## config.mk

```make
export PLATFORM = sky130hd
export DESIGN_NAME = mpu_burst_regs
export DESIGN_NICKNAME = d
export VERILOG_FILES = /design/src/rtl/mbr_pkg.sv /design/src/rtl/mbr_access_seq.sv /design/src/rtl/mbr_irq_ctrl.sv /design/src/rtl/mbr_regfile.sv /design/src/rtl/mpu_burst_regs.sv
export SDC_FILE = /design/constraint.sdc
export NUM_CORES = 1
export LEC_CHECK = 0
export ABC_AREA = 1
export BUFFER_PORTS_ARGS = -buffer_cell sky130_fd_sc_hd__buf_2
export CAP_MARGIN = 20
export CORE_ASPECT_RATIO = 1.75
export CORE_MARGIN = 2
export CORE_UTILIZATION = 29
export DETAILED_ROUTE_END_ITERATION = 7
export GPL_TIMING_DRIVEN = 0
export SYNTH_ARGS = -nofsm -noshare
export SYNTH_HDL_FRONTEND = slang
export SYNTH_SLANG_ARGS = --single-unit
```

## constraint.sdc

```tcl
create_clock -name clk -period 1.89 [get_ports clk]
set_clock_uncertainty 0.15 [all_clocks]
set_input_delay 0.0945 -clock clk [delete_from_list [all_inputs] [get_ports clk]]
set_output_delay 0.0945 -clock clk [all_outputs]
set_load 0.1 [all_outputs]
```

## src/rtl/mbr_pkg.sv

```systemverilog
package mbr_pkg;
  typedef enum logic [1:0] {
    ST_IDLE  = 2'd0,
    ST_WAIT  = 2'd1,
    ST_READY = 2'd2
  } acc_state_t;

  localparam int unsigned A_MODE  = 0;
  localparam int unsigned A_IOCTL = 1;
  localparam int unsigned A_PART  = 2;
  localparam int unsigned A_VER   = 3;
  localparam int unsigned A_IEN   = 4;
  localparam int unsigned A_STAT  = 5;
  localparam int unsigned A_TC    = 6;
  localparam int unsigned A_RSVD  = 7;
  localparam int unsigned A_HDR   = 8;
endpackage

```

## src/rtl/mbr_access_seq.sv

```systemverilog
module mbr_access_seq #(
  parameter int unsigned ADDR_W    = 8,
  parameter int unsigned WAIT_CYC  = 2,
  parameter int unsigned LAST_ADDR = 8
) (
  input  logic              clk,
  input  logic              rst,
  input  logic              ale_i,
  input  logic [ADDR_W-1:0] addr_i,
  input  logic              rd_i,
  input  logic              wr_i,
  output logic              ready_o,
  output logic [ADDR_W-1:0] cur_addr_o,
  output logic              wr_commit_o,
  output logic              rd_capture_o,
  output logic              rd_done_o
);
  import mbr_pkg::*;

  localparam int unsigned CNT_W    = (WAIT_CYC < 2) ? 1 : $clog2(WAIT_CYC + 1);
  localparam int unsigned LAST_CNT = (WAIT_CYC == 0) ? 0 : WAIT_CYC - 1;
  localparam logic [ADDR_W-1:0] TOP_ADDR = ADDR_W'(LAST_ADDR);

  acc_state_t        state;
  logic [CNT_W-1:0]  cnt;
  logic              is_wr;
  logic              strobe;
  logic              enter_ready;
  logic              done;
  logic [ADDR_W-1:0] next_addr;

  assign strobe    = rd_i | wr_i;
  assign done      = (state == ST_READY) && !strobe;
  assign next_addr = (cur_addr_o == TOP_ADDR) ? '0 : cur_addr_o + 1'b1;

  generate
    if (WAIT_CYC == 0) begin : g_nowait
      assign enter_ready = (state == ST_IDLE) && strobe;
    end else begin : g_wait
      assign enter_ready = (state == ST_WAIT) && strobe && (cnt == CNT_W'(LAST_CNT));
    end
  endgenerate

  assign ready_o      = (state == ST_READY);
  assign wr_commit_o  = enter_ready && wr_i;
  assign rd_capture_o = enter_ready && !wr_i;
  assign rd_done_o    = done && !is_wr;

  always_ff @(posedge clk) begin
    if (rst) begin
      state      <= ST_IDLE;
      cnt        <= '0;
      is_wr      <= 1'b0;
      cur_addr_o <= '0;
    end else begin
      if (ale_i)     cur_addr_o <= addr_i;
      else if (done) cur_addr_o <= next_addr;

      if (enter_ready) is_wr <= wr_i;

      case (state)
        ST_IDLE: begin
          cnt <= '0;
          if (strobe) state <= (WAIT_CYC == 0) ? ST_READY : ST_WAIT;
        end
        ST_WAIT: begin
          if (!strobe)          state <= ST_IDLE;
          else if (enter_ready) state <= ST_READY;
          else                  cnt   <= cnt + 1'b1;
        end
        ST_READY: begin
          if (!strobe) state <= ST_IDLE;
        end
        default: state <= ST_IDLE;
      endcase
    end
  end
endmodule

```

## src/rtl/mbr_irq_ctrl.sv

```systemverilog
module mbr_irq_ctrl #(
  parameter int unsigned DATA_W = 8
) (
  input  logic              clk,
  input  logic              rst,
  input  logic [DATA_W-1:0] evt_i,
  input  logic [DATA_W-1:0] en_i,
  input  logic [DATA_W-1:0] clr_i,
  output logic [DATA_W-1:0] stat_o,
  output logic              irq_o
);
  genvar b;
  generate
    for (b = 0; b < DATA_W; b++) begin : g_bit
      always_ff @(posedge clk) begin
        if (rst)           stat_o[b] <= 1'b0;
        else if (evt_i[b]) stat_o[b] <= 1'b1;
        else if (clr_i[b]) stat_o[b] <= 1'b0;
      end
    end
  endgenerate

  assign irq_o = |(stat_o & en_i);
endmodule

```

## src/rtl/mbr_regfile.sv

```systemverilog
module mbr_regfile #(
  parameter int unsigned DATA_W     = 8,
  parameter int unsigned ADDR_W     = 8,
  parameter int unsigned PART_ID    = 'h3C,
  parameter int unsigned VERSION_ID = 'h01,
  parameter int unsigned TC_RW_MASK = 'hF0
) (
  input  logic              clk,
  input  logic              rst,
  input  logic [ADDR_W-1:0] addr_i,
  input  logic [DATA_W-1:0] wdata_i,
  input  logic              wr_commit_i,
  input  logic              rd_capture_i,
  input  logic              rd_done_i,
  input  logic [DATA_W-1:0] stat_i,
  input  logic [DATA_W-1:0] tc_flags_i,
  output logic [DATA_W-1:0] rdata_o,
  output logic [DATA_W-1:0] mode_o,
  output logic [DATA_W-1:0] ioctl_o,
  output logic [DATA_W-1:0] ien_o,
  output logic [DATA_W-1:0] tc_ctrl_o,
  output logic [DATA_W-1:0] tc_hdr_o,
  output logic [DATA_W-1:0] stat_clr_o
);
  import mbr_pkg::*;

  localparam logic [DATA_W-1:0] RW_MASK = DATA_W'(TC_RW_MASK);
  localparam logic [DATA_W-1:0] PART_V  = DATA_W'(PART_ID);
  localparam logic [DATA_W-1:0] VER_V   = DATA_W'(VERSION_ID);
  localparam logic [ADDR_W-1:0] LA_MODE  = ADDR_W'(A_MODE);
  localparam logic [ADDR_W-1:0] LA_IOCTL = ADDR_W'(A_IOCTL);
  localparam logic [ADDR_W-1:0] LA_PART  = ADDR_W'(A_PART);
  localparam logic [ADDR_W-1:0] LA_VER   = ADDR_W'(A_VER);
  localparam logic [ADDR_W-1:0] LA_IEN   = ADDR_W'(A_IEN);
  localparam logic [ADDR_W-1:0] LA_STAT  = ADDR_W'(A_STAT);
  localparam logic [ADDR_W-1:0] LA_TC    = ADDR_W'(A_TC);
  localparam logic [ADDR_W-1:0] LA_HDR   = ADDR_W'(A_HDR);

  logic [DATA_W-1:0] rd_mux;

  always_comb begin
    case (addr_i)
      LA_MODE:  rd_mux = mode_o;
      LA_IOCTL: rd_mux = ioctl_o;
      LA_PART:  rd_mux = PART_V;
      LA_VER:   rd_mux = VER_V;
      LA_IEN:   rd_mux = ien_o;
      LA_STAT:  rd_mux = stat_i;
      LA_TC:    rd_mux = tc_ctrl_o | (tc_flags_i & ~RW_MASK);
      LA_HDR:   rd_mux = tc_hdr_o;
      default:  rd_mux = '0;
    endcase
  end

  always_ff @(posedge clk) begin
    if (rst) begin
      mode_o    <= '0;
      ioctl_o   <= '0;
      ien_o     <= '0;
      tc_ctrl_o <= '0;
      tc_hdr_o  <= '0;
      rdata_o   <= '0;
    end else begin
      if (wr_commit_i) begin
        case (addr_i)
          LA_MODE:  mode_o    <= wdata_i;
          LA_IOCTL: ioctl_o   <= wdata_i;
          LA_IEN:   ien_o     <= wdata_i;
          LA_TC:    tc_ctrl_o <= wdata_i & RW_MASK;
          LA_HDR:   tc_hdr_o  <= wdata_i;
          default:  ;
        endcase
      end
      if (rd_capture_i) rdata_o <= rd_mux;
    end
  end

  assign stat_clr_o = (rd_done_i && addr_i == LA_STAT) ? rdata_o : '0;
endmodule

```

## src/rtl/mpu_burst_regs.sv

```systemverilog
module mpu_burst_regs #(
  parameter int unsigned DATA_W     = 8,
  parameter int unsigned ADDR_W     = 8,
  parameter int unsigned LAST_ADDR  = 8,
  parameter int unsigned WAIT_CYC   = 2,
  parameter int unsigned PART_ID    = 'h3C,
  parameter int unsigned VERSION_ID = 'h01,
  parameter int unsigned TC_RW_MASK = 'hF0
) (
  input  logic              clk,
  input  logic              rst,
  input  logic              ale_i,
  input  logic [ADDR_W-1:0] addr_i,
  input  logic [DATA_W-1:0] wdata_i,
  input  logic              rd_i,
  input  logic              wr_i,
  output logic [DATA_W-1:0] rdata_o,
  output logic              ready_o,
  input  logic [DATA_W-1:0] evt_i,
  input  logic [DATA_W-1:0] tc_flags_i,
  output logic              irq_o,
  output logic [DATA_W-1:0] mode_o,
  output logic [DATA_W-1:0] ioctl_o,
  output logic [DATA_W-1:0] tc_ctrl_o,
  output logic [DATA_W-1:0] tc_hdr_o
);
  logic [ADDR_W-1:0] cur_addr;
  logic              wr_commit;
  logic              rd_capture;
  logic              rd_done;
  logic [DATA_W-1:0] irq_en;
  logic [DATA_W-1:0] stat;
  logic [DATA_W-1:0] stat_clr;

  mbr_access_seq #(
    .ADDR_W(ADDR_W), .WAIT_CYC(WAIT_CYC), .LAST_ADDR(LAST_ADDR)
  ) u_seq (
    .clk(clk), .rst(rst), .ale_i(ale_i), .addr_i(addr_i),
    .rd_i(rd_i), .wr_i(wr_i), .ready_o(ready_o), .cur_addr_o(cur_addr),
    .wr_commit_o(wr_commit), .rd_capture_o(rd_capture), .rd_done_o(rd_done)
  );

  mbr_regfile #(
    .DATA_W(DATA_W), .ADDR_W(ADDR_W), .PART_ID(PART_ID),
    .VERSION_ID(VERSION_ID), .TC_RW_MASK(TC_RW_MASK)
  ) u_regs (
    .clk(clk), .rst(rst), .addr_i(cur_addr), .wdata_i(wdata_i),
    .wr_commit_i(wr_commit), .rd_capture_i(rd_capture), .rd_done_i(rd_done),
    .stat_i(stat), .tc_flags_i(tc_flags_i), .rdata_o(rdata_o),
    .mode_o(mode_o), .ioctl_o(ioctl_o), .ien_o(irq_en),
    .tc_ctrl_o(tc_ctrl_o), .tc_hdr_o(tc_hdr_o), .stat_clr_o(stat_clr)
  );

  mbr_irq_ctrl #(.DATA_W(DATA_W)) u_irq (
    .clk(clk), .rst(rst), .evt_i(evt_i), .en_i(irq_en),
    .clr_i(stat_clr), .stat_o(stat), .irq_o(irq_o)
  );
endmodule

```

[Yosys cells after proc, flatten, opt, wreduce, memory -nomap -nowiden]
Index checks and enable logic that the tools add are counted.
Cells by class
  add/sub/neg operators: 2
  eq/ne operators: 15
  multiplexer cells: 29
  bitwise operators: 3
  reduce and logical (&&, ||, !) cells: 30
Operators with widths (number)
  case mux 8 bit (8 select lines): 1
  2-to-1 mux 8 bit: 4
  == test 8 x 3 -> 1 bit (second input constant): 3
  nonzero test 2 bit: 10
  == test 8 x 2 -> 1 bit (second input constant): 2
  2-to-1 mux 1 bit: 16
  2-to-1 mux 2 bit: 6
  AND reduction 2 bit: 5
  adder 8 x 1 -> 8 bit (second input constant): 1
  bitwise AND 8 bit: 1
  == test 8 x 1 -> 1 bit (second input constant): 1
  == test 8 x 4 -> 1 bit (second input constant): 1
  zero test 8 bit: 1
  OR 8 x 4 -> 8 bit: 1
  OR reduction 8 bit: 1
  logical AND 1 bit: 7
  case mux 2 bit (3 select lines): 1
  AND reduction 3 bit: 2
  == test 2 x 1 -> 1 bit (second input constant): 2
  != test 2 x 1 -> 1 bit (second input constant): 2
  != test 2 bit (second input constant): 2
  case mux 2 bit (2 select lines): 1
  zero test 1 bit: 3
  != test 3 bit (second input constant): 1
  other kinds (4): 4
Storage, ports and cells
  register bits after elaboration: 65
  input bits: 37
  output and inout port bits: 42
  logic and storage cells: 97

[Depth between registers and ports, before layout]
Gate-level depths: netlist of run 1.
  word-level depth: 8
  gate-level depth with buffers: 11
  depth with buffers taken out: 10

[Cells and area by module]
A second synthesis of run 1 with hierarchy kept.
Unflattened totals
  cell total of the unflattened synthesis: 536
  area, all modules: 3674.8 um^2
Modules (own cells, without submodules)
  mbr_regfile: times used 1, cells an instance 347, area an instance 2391.0 um^2, seq. area each 880.8 um^2
  mbr_access_seq: times used 1, cells an instance 141, area an instance 955.9 um^2, seq. area each 260.2 um^2
  mbr_irq_ctrl: times used 1, cells an instance 48, area an instance 327.8 um^2, seq. area each 160.2 um^2

[Least setup slack after synthesis of run 1]
Ideal clock, no wire load.
  path kind: register -> register
  from: reg u_seq.state[1]
  to: reg u_seq.cur_addr_o[2]
  setup time: 0.132 ns
  arrival time: 2.527 ns
  data required time: 1.608 ns
  setup slack: -0.919 ns
  stages on the path, launching flop included: 9
  path buffers: 1
  clock period less this slack: 2.809 ns
  cells stage by stage: dfxtp_1 inv_1 nor2_1 nand2_1 nand2_1 buf_2 nand3_1 o211ai_1 a21oi_1
Between the ends
  cells in the longest elaborated chain, start to end: 3
RTL lines
  start: declaration: line mbr_access_seq.sv:24  | acc_state_t state;
  start signal: assignment: line mbr_access_seq.sv:64  | if (strobe) state <= (WAIT_CYC == 0) ? ST_READY : ST_WAIT;
  == test 2 bit
  net ready_o: line mpu_burst_regs.sv:18  | output logic ready_o,
  logical AND 1 bit: line mbr_access_seq.sv:33  | assign done = (state == ST_READY) && !strobe;
  nonzero test 2 bit (no source line)
  end signal: assignment: line mbr_access_seq.sv:56  | if (ale_i) cur_addr_o <= addr_i;
  end signal: assignment: line mbr_access_seq.sv:57  | else if (done) cur_addr_o <= next_addr;
  end: declaration: line mbr_access_seq.sv:13  | output logic [ADDR_W-1:0] cur_addr_o,
The timed path passes the listed nets, and every way through them passes these cells.
A chain may end at the register's enable or synchronous reset.

[Worst setup path in the final report of run 1]
  from: reg u_irq.stat_o[4]
  to: out irq_o
Between the ends
  cells in the longest elaborated chain, start to end: 2
RTL lines
  start: declaration: line mbr_irq_ctrl.sv:9  | output logic [DATA_W-1:0] stat_o,
  start signal: indexed assignment: line mbr_irq_ctrl.sv:16  | if (rst) stat_o[b] <= 1'b0;
  start signal: indexed assignment: line mbr_irq_ctrl.sv:17  | else if (evt_i[b]) stat_o[b] <= 1'b1;
  start signal: indexed assignment: line mbr_irq_ctrl.sv:18  | else if (clr_i[b]) stat_o[b] <= 1'b0;
  bitwise AND 8 bit: line mbr_irq_ctrl.sv:23  | assign irq_o = |(stat_o & en_i);
  OR reduction 8 bit: line mbr_irq_ctrl.sv:23
  end: declaration: line mpu_burst_regs.sv:21  | output logic irq_o,
Every way passes these cells.

==> results.py, run 1 <==
metrics = {
    "timing": {
        "clock.fmax_ghz": 0.545,
        "finalHoldWorstSlack_ns": 0.00790,
        "slew-limit-headroom": 0.524,
        "final_max_slew_viol_count": 0,
        "grt_setup_unrepaired": "no",
        "setup_viol_count_final": 0,
        "timing.final.crit_share": 0.970,
        "final_period_minus_worst_setup_slack_ns": 1.83,
        "hold_violations": 0,
        "final_critical_path_setup_slack_ns": 0.0567,
        "worst-slew-pin-transition_ns": 0.714,
    },
    "die": {
        "core_region_area_um2": 11100,
        "floorplan.initialDensity": 0.295,
        "die_w_um": 84.3,
        "die_area_um2": 12200,
        "floorplan.die.height_um": 145,
        "ioPinCount": 79,
        "number_of_rows_in_the_core_area": 51,
    },
    "clocking": {
        "clock_root_buffer": "sky130_fd_sc_hd__clkbuf_16",
        "clkSlewWorstSetupHoldPaths_ns": 0.05,
        "cts.sink_count": 65,
        "cts_tree": "yes",
        "cts.htree.levels": 3,
        "clkLatencyLatePin_ns": 0.34,
        "clock_path_buffers": 2,
        "cts_buffers": 9,
    },
    "route": {
        "detail_route.drc_violations": 0,
        "route.vias.total": 3398,
        "initialDrtViolationCount": 178,
        "routedWlPerCell_um": 14.9,
        "drt_pre_antenna_iters": 6,
        "vias_per_cell": 4.64,
        "final_antenna_net_count": 0,
        "wirelength_mm": 10.9,
    },
    "cells_and_area": {
        "final_core_density": 0.405,
        "antennaDiodeCount": 0,
        "syn2layout_area_growth_pct": 37.4,
        "finalNetCount": 638,
        "final_cell_area_um2": 4500,
        "num-fill-cells": 1185,
        "layout-drive-gt1-share": 0.242,
        "instances_no_fill": 732,
    },
    "global_route": {
        "grtUsageTotal": 0.176,
        "antenna_found_initial": 0,
        "grt_max_degree": 11,
        "grt_pass1_wl_mm": 16.4,
        "vias_in_the_first_global_route": 3265,
        "globalRouteOverflowTotal": 0,
    },
    "run": {
        "timing.max_cap.violations": 0,
    },
    "power": {
        "switchingPower_w": 0.000924,
        "peak_supply_drop_v": 0.000493,
        "cell_internal_pwr_w": 0.00266,
        "power.share.sequential": 0.403,
        "switching_share": 0.258,
        "p_leak_nw": 2.07,
        "power-per-cell-area_nw_per_um2": 795,
        "combPwrFrac": 0.131,
        "power.clock.fraction": 0.465,
    },
    "logic_synthesis": {
        "leading_cell_type_by_number_of_instances_after_synthesis": "sky130_fd_sc_hd__nand2_1",
        "synth_cell_type_count": 36,
        "post_synth_most_frequent_cells": "sky130_fd_sc_hd__nand2_1 (112), sky130_fd_sc_hd__nor2_1 (99), sky130_fd_sc_hd__dfxtp_1 (65)",
        "synth_top_area_share": 0.397,
        "avgSynthCellArea_um2": 6.88,
        "ys_seq_elements": 65,
        "synth_area_um2": 3280,
        "synth_largest_area_cell": "sky130_fd_sc_hd__dfxtp_1",
        "number_of_flops_mapped_to_enable_cells_by_yosys": 0,
        "adder_and_majority_gate_portion_of_the_synthesized_area": 0.0191,
        "synthMuxAreaShare": 0,
        "yosys_warnings": 0,
        "asyncSetResetFlopFracSynth": 0,
        "yosysSeqAreaShare": 0.397,
        "dominantRegCellSynth": "sky130_fd_sc_hd__dfxtp_1",
        "combinational_family_with_the_most_area_after_synthesis": "simple AND/OR/NAND/NOR gates",
        "synth_compound_gate_area_share": 0.130,
        "synth-xor-area-share": 0.00267,
        "netlist_top_cells_area": "sky130_fd_sc_hd__dfxtp_1 (40%), sky130_fd_sc_hd__nand2_1 (13%), sky130_fd_sc_hd__nor2_1 (11%), sky130_fd_sc_hd__o21ai_0 (6.0%), sky130_fd_sc_hd__nand3_1 (4.4%)",
        "synthCells": 476,
        "post_synth_and_or_nand_nor_area_fraction": 0.371,
    },
    "worst_setup_path": {
        "worst-path-max-fanout": 3,
        "path_class": "flip-flop to output port",
        "end_kind": "output port",
        "timing.critical_path.from_type": "flip-flop",
        "cp.arrival_ns": 1.59,
        "critPathRequiredTime_ns": 1.65,
    },
    "placed_design": {
        "io_buffers": 68,
        "place_hpwl_mm": 8.21,
        "place.gp.congestion": 0.848,
        "post-place-cells": 679,
        "placement.setup.worst_slack_ns": -0.102,
        "dpl-instance-area_um2": 3800,
    },
    "worst_hold_path": {
        "min-delay-path-class": "input port to flip-flop",
    },
    "outcome": {
        "status": "finished clean",
    },
}
[cell usage in the layout, fill, tap and decap left out, types with 2 or more instances in the layout]
cell type                       count
sky130_fd_sc_hd__clkbuf_8           2
sky130_fd_sc_hd__ha_2               2
sky130_fd_sc_hd__a21oi_1           27
sky130_fd_sc_hd__clkinv_2           4
sky130_fd_sc_hd__nand2_4            3
sky130_fd_sc_hd__nand4_1            7
sky130_fd_sc_hd__nand3_1           28
sky130_fd_sc_hd__ha_1               3
sky130_fd_sc_hd__o21ai_1            3
sky130_fd_sc_hd__dfxtp_1           63
sky130_fd_sc_hd__nand2_1          110
sky130_fd_sc_hd__dfxtp_2            2
sky130_fd_sc_hd__conb_1             4
sky130_fd_sc_hd__inv_2              6
sky130_fd_sc_hd__a31oi_1            5
sky130_fd_sc_hd__inv_1             26
sky130_fd_sc_hd__nand3_2            2
sky130_fd_sc_hd__o21ai_0           39
sky130_fd_sc_hd__clkbuf_16          9
sky130_fd_sc_hd__nor2_4            12
sky130_fd_sc_hd__nor3_1             2
sky130_fd_sc_hd__buf_6              4
sky130_fd_sc_hd__buf_2             68
sky130_fd_sc_hd__buf_4             14
sky130_fd_sc_hd__nor2_1            97
sky130_fd_sc_hd__nand2_2            4
sky130_fd_sc_hd__clkbuf_1           9
sky130_fd_sc_hd__dlygate4sd3_1     27
sky130_fd_sc_hd__nor2_2             4
[power groups by stage]
stage                     Clock [W]  Sequential [W]  Combinational, W
final                       0.00167         0.00144          0.000471
after global routing        0.00175         0.00145          0.000513
after CTS                   0.00169         0.00144          0.000448
after detailed placement          0         0.00147          0.000401
after global placement            0         0.00147          0.000399
after floorplan                   0         0.00148          0.000273
[timing repair]
action / CTS / global route
pin swaps: 2 / 9
setup buffers: 0 / 9
gates resized for setup: 5 / 8
hold buffers: 27 / 0
endpoints found under the hold margin: 50 / 0
cloned: 0 / 2
setup endpoints to repair: 20 / 45
[sequential cells by signal, indices dropped and copies added, names as in the netlist, 4 cells and up]
name / flops
u_regs.mode_o: 8
u_regs.ien_o: 8
u_irq.stat_o: 8
u_regs.tc_hdr_o: 8
u_regs.tc_ctrl_o: 4
u_regs.ioctl_o: 8
u_seq.cur_addr_o: 8
u_regs.rdata_o: 8
[critical path, stage by stage, from the launching register on]
cell and delay, ns:
sky130_fd_sc_hd__dfxtp_1 0.33, sky130_fd_sc_hd__nand2_1 0.07, sky130_fd_sc_hd__nand3_1 0.10, sky130_fd_sc_hd__a221oi_2 0.28
sky130_fd_sc_hd__nand4_1 0.19, sky130_fd_sc_hd__buf_4 0.28
[logic make-up after synthesis]
family          count (synthesis)
fa+ha+maj                       5
buf+inv                        54
flops                          65
compound gates                 80
simple gates                  270
xor+xnor                        1
other cells                     1
[path summary, 6_finish.rpt]
kind	from	endpoint	slack (ns)	cells past startpoint
max reg2reg	u_seq.cnt[0]$_SDFFE_PP0P_	u_regs.mode_o[5]$_SDFFE_PP0P_	0.11	9
min reg2reg	u_seq.cnt[1]$_SDFFE_PP0P_	u_seq.cnt[1]$_SDFFE_PP0P_	0.32	2
max	u_irq.stat_o[4]$_SDFFE_PP0P_	irq_o	0.06	5
min	addr_i[7]	u_seq.cur_addr_o[7]$_SDFFE_PP0P_	0.008	5
[layout make-up]
type                       count  area [um^2]  area share
multi-input combinational    362         1780       0.395
sequential                    65         1300       0.290
timing repair buffer         104          693       0.154
clock buffer                  12          256      0.0570
tap                          132          165      0.0367
inverter                      36          145      0.0322
buffer                        18          118      0.0261
clock inverter                 3         40.0     0.00889
[stage by stage]
step / setup TNS (ns) / power, W
finish: 0 / 0.00358
global route: 0 / 0.00371
CTS: 0 / 0.00358
detailed placement: -0.797 / 0.00187
global placement: -0.709 / 0.00187
floorplan: 0 / 0.00175
[routing by layer]
layer / GRT usage / vias up / share of wire
met4: 0.0810 / 0 / 0.023
met3: 0.0354 / 16 / 0.037
met1: 0.178 / 1527 / 0.37
met5: 0 / - / 0
met2: 0.342 / 82 / 0.57
li1: - / 1773 / -
Power figures use the tool's default switching activity.
==> run 2: changes to the inputs <==
--- a/config.mk
+++ b/config.mk
@@ -13,6 +13,7 @@
 export CORE_UTILIZATION = 29
 export DETAILED_ROUTE_END_ITERATION = 7
 export GPL_TIMING_DRIVEN = 0
+export HOLD_SLACK_MARGIN = 0.03
 export SYNTH_ARGS = -nofsm -noshare
 export SYNTH_HDL_FRONTEND = slang
 export SYNTH_SLANG_ARGS = --single-unit
==> run 2 against run 1 <==
Against the previous run: flip-flop and latch count unchanged; critical path depth unchanged; clock power about the same; die area unchanged; first-iteration DRC count up 7.3%; fmax down 0.43%; non-clock buffer count unchanged; global-route usage down 0.059 points; hold slack better by 0.054 ns; register-to-register slack about the same; setup slack worse by 0.0080 ns; power about the same.
==> results.py, run 2 (synthesis results as in run 1) <==
metrics = {
    "power": {
        "power-per-cell-area_nw_per_um2": 796,
        "peak_supply_drop_v": 0.000495,
        "total_power_w": 0.00358,
        "p_leak_nw": 2.07,
    },
    "cells_and_area": {
        "layout-drive-gt1-share": 0.242,
        "finalNetCount": 638,
        "final_core_density": 0.405,
        "final_common_cell": "sky130_fd_sc_hd__nand2_1",
        "seqCellArea_um2": 1300,
        "multi_input_comb_area_um2": 1780,
        "layout.cells.most_common_list": "sky130_fd_sc_hd__nand2_1 (110), sky130_fd_sc_hd__nor2_1 (97), sky130_fd_sc_hd__buf_2 (68)",
        "antennaDiodeCount": 0,
        "num-fill-cells": 1183,
        "syn2layout_area_growth_pct": 37.4,
        "final_cell_area_um2": 4500,
    },
    "run": {
        "timing.max_cap.violations": 0,
    },
    "clocking": {
        "clkSlewWorstSetupHoldPaths_ns": 0.05,
        "clock_root_buffer": "sky130_fd_sc_hd__clkbuf_16",
        "clock_path_buffers": 2,
        "cts.htree.levels": 3,
        "cts.sink_count": 65,
        "cts_buffers": 9,
        "clkLatencyLatePin_ns": 0.34,
        "cts_tree": "yes",
    },
    "worst_setup_path": {
        "worstReg2RegEnd": "u_regs.mode_o[5]$_SDFFE_PP0P_",
        "cp.arrival_ns": 1.60,
        "timing.critical_path.from_type": "flip-flop",
        "timing.reg2reg.setup_slack_ns": 0.10,
        "end_kind": "output port",
        "setup.worst_path.end": "irq_o",
        "critPathRequiredTime_ns": 1.65,
        "path_class": "flip-flop to output port",
        "worstSetupStartpoint": "u_regs.ien_o[4]$_SDFFE_PP0P_",
        "worst_r2r_path_depth": 9,
        "worst-path-max-fanout": 3,
        "r2r_start": "u_seq.cnt[0]$_SDFFE_PP0P_",
    },
    "timing": {
        "setup_viol_count_final": 0,
        "slew-limit-headroom": 0.518,
        "final_max_slew_viol_count": 0,
        "grt_setup_unrepaired": "no",
        "clock.fmax_ghz": 0.543,
        "timing.final.crit_share": 0.974,
        "final_period_minus_worst_setup_slack_ns": 1.84,
        "worst-slew-pin-transition_ns": 0.723,
        "hold_violations": 0,
    },
    "global_route": {
        "grt_max_degree": 11,
        "grt_pass1_wl_mm": 16.3,
        "grtUsageTotal": 0.176,
        "vias_in_the_first_global_route": 3268,
        "globalRouteOverflowTotal": 0,
        "antenna_found_initial": 0,
    },
    "route": {
        "detail_route.drc_violations": 0,
        "final_antenna_net_count": 0,
        "initialDrtViolationCount": 191,
        "vias_per_cell": 4.67,
        "route.vias.total": 3418,
        "routedWlPerCell_um": 14.9,
        "drt_pre_antenna_iters": 4,
        "wirelength_mm": 10.9,
    },
    "die": {
        "die_area_um2": 12200,
        "core_region_area_um2": 11100,
        "die_w_um": 84.3,
        "floorplan.die.height_um": 145,
        "number_of_rows_in_the_core_area": 51,
        "ioPinCount": 79,
        "floorplan.initialDensity": 0.295,
    },
    "worst_hold_path": {
        "min-delay-path-class": "input port to flip-flop",
    },
    "placed_design": {
        "dpl-instance-area_um2": 3800,
        "place.gp.congestion": 0.848,
        "place_hpwl_mm": 8.21,
        "io_buffers": 68,
    },
    "outcome": {
        "status": "finished clean",
    },
}
-- run 2: layer usage --
metal / global-route usage / share of wire
met5: 0 / 0
met4: 0.0810 / 0.025
met3: 0.0354 / 0.044
met2: 0.341 / 0.57
met1: 0.177 / 0.37
-- run 2: through the flow --
step / TNS (ns) / cells / hold WS (ns) / setup slack [ns]
after CTS: 0 / 721 / 0.0641 / 0.00212
after floorplan: 0 / 479 / 0.0619 / 0.00852
after global routing: 0 / 732 / 0.0786 / 0.00274
final: 0 / 732 / 0.0620 / 0.0487
after detailed placement: -0.797 / 679 / 0.171 / -0.102
after global placement: -0.709 / 679 / 0.164 / -0.0996
-- run 2: worst min path at each step --
stage / startpoint / endpoint / slack, ns / depth (start not counted)
final: ale_i / u_seq.cur_addr_o[2]$_SDFFE_PP0P_ / 0.06 / 3
after detailed placement: evt_i[1] / u_irq.stat_o[1]$_SDFFE_PP0P_ / 0.17 / 3
after global placement: evt_i[0] / u_irq.stat_o[0]$_SDFFE_PP0P_ / 0.16 / 3
after floorplan: evt_i[0] / u_irq.stat_o[0]$_SDFFE_PP0P_ / 0.06 / 2
after CTS: ale_i / u_seq.cur_addr_o[2]$_SDFFE_PP0P_ / 0.06 / 3
after global routing: ale_i / u_seq.cur_addr_o[2]$_SDFFE_PP0P_ / 0.08 / 3
-- run 2: final cells by class --
type | instances | area share
Tap cell | 132 | 0.0367
Sequential cell | 65 | 0.290
Timing Repair Buffer | 104 | 0.154
Buffer | 18 | 0.0261
Clock buffer | 12 | 0.0570
Multi-Input combinational cell | 362 | 0.395
Clock inverter | 3 | 0.00889
Inverter | 36 | 0.0322
-- run 2: where the power goes --
part	internal, W	switching [W]
combinational	0.000171	0.000300
clock	0.00108	0.000588
sequential	0.00141	0.0000379
total	0.00266	0.000926
-- run 2: worst max-delay path: stages, from the launching register on --
cell and delay (ns):
sky130_fd_sc_hd__dfxtp_1 0.32, sky130_fd_sc_hd__nand2_1 0.08, sky130_fd_sc_hd__nand3_1 0.10, sky130_fd_sc_hd__a221oi_2 0.29, sky130_fd_sc_hd__nand4_1 0.19, sky130_fd_sc_hd__buf_4 0.28
-- run 2: what timing repair did --
| item | 4_1_cts | 5_1_grt |
|---|---|---|
| hold endpoints to repair | 54 | 0 |
| hold buffers | 27 | 0 |
| setup endpoints to repair | 20 | 45 |
| buffers inserted | 0 | 9 |
| gates resized for setup | 5 | 8 |
| pin swaps | 2 | 9 |
| cloned | 0 | 2 |
==> run 3: changes to the inputs <==
--- a/config.mk
+++ b/config.mk
@@ -11,6 +11,7 @@
 export CORE_ASPECT_RATIO = 1.75
 export CORE_MARGIN = 2
 export CORE_UTILIZATION = 29
+export CTS_BUF_LIST = sky130_fd_sc_hd__clkbuf_4
 export DETAILED_ROUTE_END_ITERATION = 7
 export GPL_TIMING_DRIVEN = 0
 export HOLD_SLACK_MARGIN = 0.03
==> run 3 against run 2 <==
Against the previous run: fmax down 2.1%; largest power group is now sequential cells; routed wire length increased by 1.3%; core utilization rose by 0.090 points; setup slack got worse by 0.040 ns; sequential share of layout area rose by 0.19 points; highest routed layer unchanged; cell area is 0.22% higher; hold slack improved by 0.050 ns; first-iteration DRC count shrank 8.9%; sequential power about the same; cell count rose by 2.0%.
==> results.py, run 3 (synthesis results as in run 1) <==
metrics = {
    "timing": {
        "clock.fmax_ghz": 0.532,
        "timing.final.crit_share": 0.995,
        "slew-limit-headroom": 0.604,
        "grt_setup_unrepaired": "yes",
        "worst-slew-pin-transition_ns": 0.594,
        "setup_viol_count_final": 0,
        "finalHoldWorstSlack_ns": 0.112,
        "final_critical_path_setup_slack_ns": 0.00873,
        "final_period_minus_worst_setup_slack_ns": 1.88,
        "totalNegativeSetupSlack_ns": 0,
        "final_max_slew_viol_count": 0,
        "hold_violations": 0,
    },
    "die": {
        "ioPinCount": 79,
        "die_area_um2": 12200,
        "floorplan.die.height_um": 145,
        "number_of_rows_in_the_core_area": 51,
        "core_region_area_um2": 11100,
        "floorplan.initialDensity": 0.295,
        "die_w_um": 84.3,
    },
    "worst_setup_path": {
        "slowest_stage": "sky130_fd_sc_hd__dfxtp_1",
        "path_class": "flip-flop to output port",
        "timing.critical_path.from_type": "flip-flop",
        "worstSetupStartpoint": "u_irq.stat_o[4]$_SDFFE_PP0P_",
        "worst-path-max-fanout": 3,
        "max_stage_delay_ns": 0.35,
        "end_kind": "output port",
        "cp.arrival_ns": 1.64,
        "timing.critical_path.cells": "nand2_2, nand3_2, a221oi_4, nand4_1, buf_12",
        "r2r_start": "u_seq.cur_addr_o[0]$_SDFFE_PP0P_",
        "critPathRequiredTime_ns": 1.65,
    },
    "cells_and_area": {
        "seqCellArea_um2": 1320,
        "layout-drive-gt1-share": 0.261,
        "finalNetCount": 652,
        "num-fill-cells": 1201,
        "final_common_cell": "sky130_fd_sc_hd__nand2_1",
        "syn2layout_area_growth_pct": 37.7,
        "final_core_density": 0.406,
        "multi_input_comb_area_um2": 1810,
        "layout.cells.most_common_list": "sky130_fd_sc_hd__nand2_1 (106), sky130_fd_sc_hd__nor2_1 (97), sky130_fd_sc_hd__buf_2 (68)",
    },
    "clocking": {
        "clkSlewWorstSetupHoldPaths_ns": 0.10,
        "cts.sink_count": 65,
        "cts_buffers": 9,
        "cts_tree": "yes",
        "cts.htree.levels": 3,
        "clock_path_buffers": 2,
        "clock_root_buffer": "sky130_fd_sc_hd__clkbuf_4",
        "clkLatencyLatePin_ns": 0.43,
    },
    "placed_design": {
        "place.gp.congestion": 0.848,
        "place_hpwl_mm": 8.21,
        "placement.setup.worst_slack_ns": -0.102,
        "io_buffers": 68,
    },
    "outcome": {
        "status": "finished clean",
    },
    "global_route": {
        "globalRouteOverflowTotal": 0,
        "vias_in_the_first_global_route": 3389,
        "grtUsageTotal": 0.176,
        "grt_max_degree": 11,
        "grt_pass1_wl_mm": 16.6,
        "antenna_found_initial": 1,
    },
    "route": {
        "final_antenna_net_count": 0,
        "wirelength_mm": 11.0,
        "vias_per_cell": 4.67,
        "routedWlPerCell_um": 14.7,
        "drt_pre_antenna_iters": 4,
        "detail_route.drc_violations": 0,
        "initialDrtViolationCount": 174,
        "route.vias.total": 3486,
    },
    "worst_hold_path": {
        "hp-start": "ale_i",
        "min-delay-path-class": "input port to flip-flop",
    },
    "power": {
        "p_leak_nw": 2.04,
        "power-per-cell-area_nw_per_um2": 629,
        "peak_supply_drop_v": 0.000311,
        "total_power_w": 0.00284,
    },
    "run": {
        "timing.max_cap.violations": 0,
    },
}
==> run 3: cell count changes in the layout (fill, tap and decap cells not counted), sizes merged <==
cell / delta
diode: +1
clkinv: +2
buf: +3
dlygate4sd3: +11
clkbuf: -2
==> run 3: final cells by class <==
cell class,count,share of cell area
multi-input combinational,362,0.400
sequential,65,0.291
timing repair buffer,118,0.186
tap,132,0.0366
inverter,36,0.0316
buffer,18,0.0263
clock buffer,10,0.0166
clock inverter,5,0.0105
antenna,1,0.000555
==> run 3: metrics by stage <==
step | std cells | instance area, um^2
final | 747 | 4510
after floorplan | 479 | 3300
after detailed placement | 679 | 3800
after CTS | 736 | 4370
after global routing | 747 | 4510
after global placement | 679 | 3800
==> run 3: what timing repair did <==
item / CTS / global route
cloned: 0 / 2
resized for setup: 7 / 23
hold buffers: 38 / 0
setup endpoints to repair: 23 / 37
buffers inserted: 4 / 8
pin swaps: 4 / 9
hold endpoints to repair: 59 / 0
==> run 3: path summary, 6_finish.rpt <==
kind | to | slack (ns) | cells after the start
hold / removal | u_seq.cur_addr_o[7]$_SDFFE_PP0P_ | 0.11 | 5
hold reg to reg | u_seq.cnt[1]$_SDFFE_PP0P_ | 0.33 | 2
setup / recovery | irq_o | 0.009 | 5
setup reg to reg | u_regs.mode_o[5]$_SDFFE_PP0P_ | 0.07 | 10
==> run 3: power breakdown <==
group	internal (W)	total [W]	switching [W]	leakage, nW
clock	0.000398	0.000895	0.000497	0.0711
combinational	0.000192	0.000499	0.000307	1.44
sequential	0.00140	0.00144	0.0000410	0.532
total	0.00199	0.00284	0.000845	2.04
==> run 3: metal layers <==
metal / GRT usage / part of all wire / up-vias
met4: 0.0936 / 0.031 / 0
met1: 0.178 / 0.38 / 1583
met2: 0.338 / 0.55 / 82
li1: - / - / 1797
met3: 0.0320 / 0.035 / 24
met5: 0 / 0 / -
==> run 3: critical path: cells and delay by family (launching register included) <==
family	cells	cell delay, ns
simple gates	3	0.39
flops	1	0.35
compound gates	1	0.24
buf+inv	1	0.24
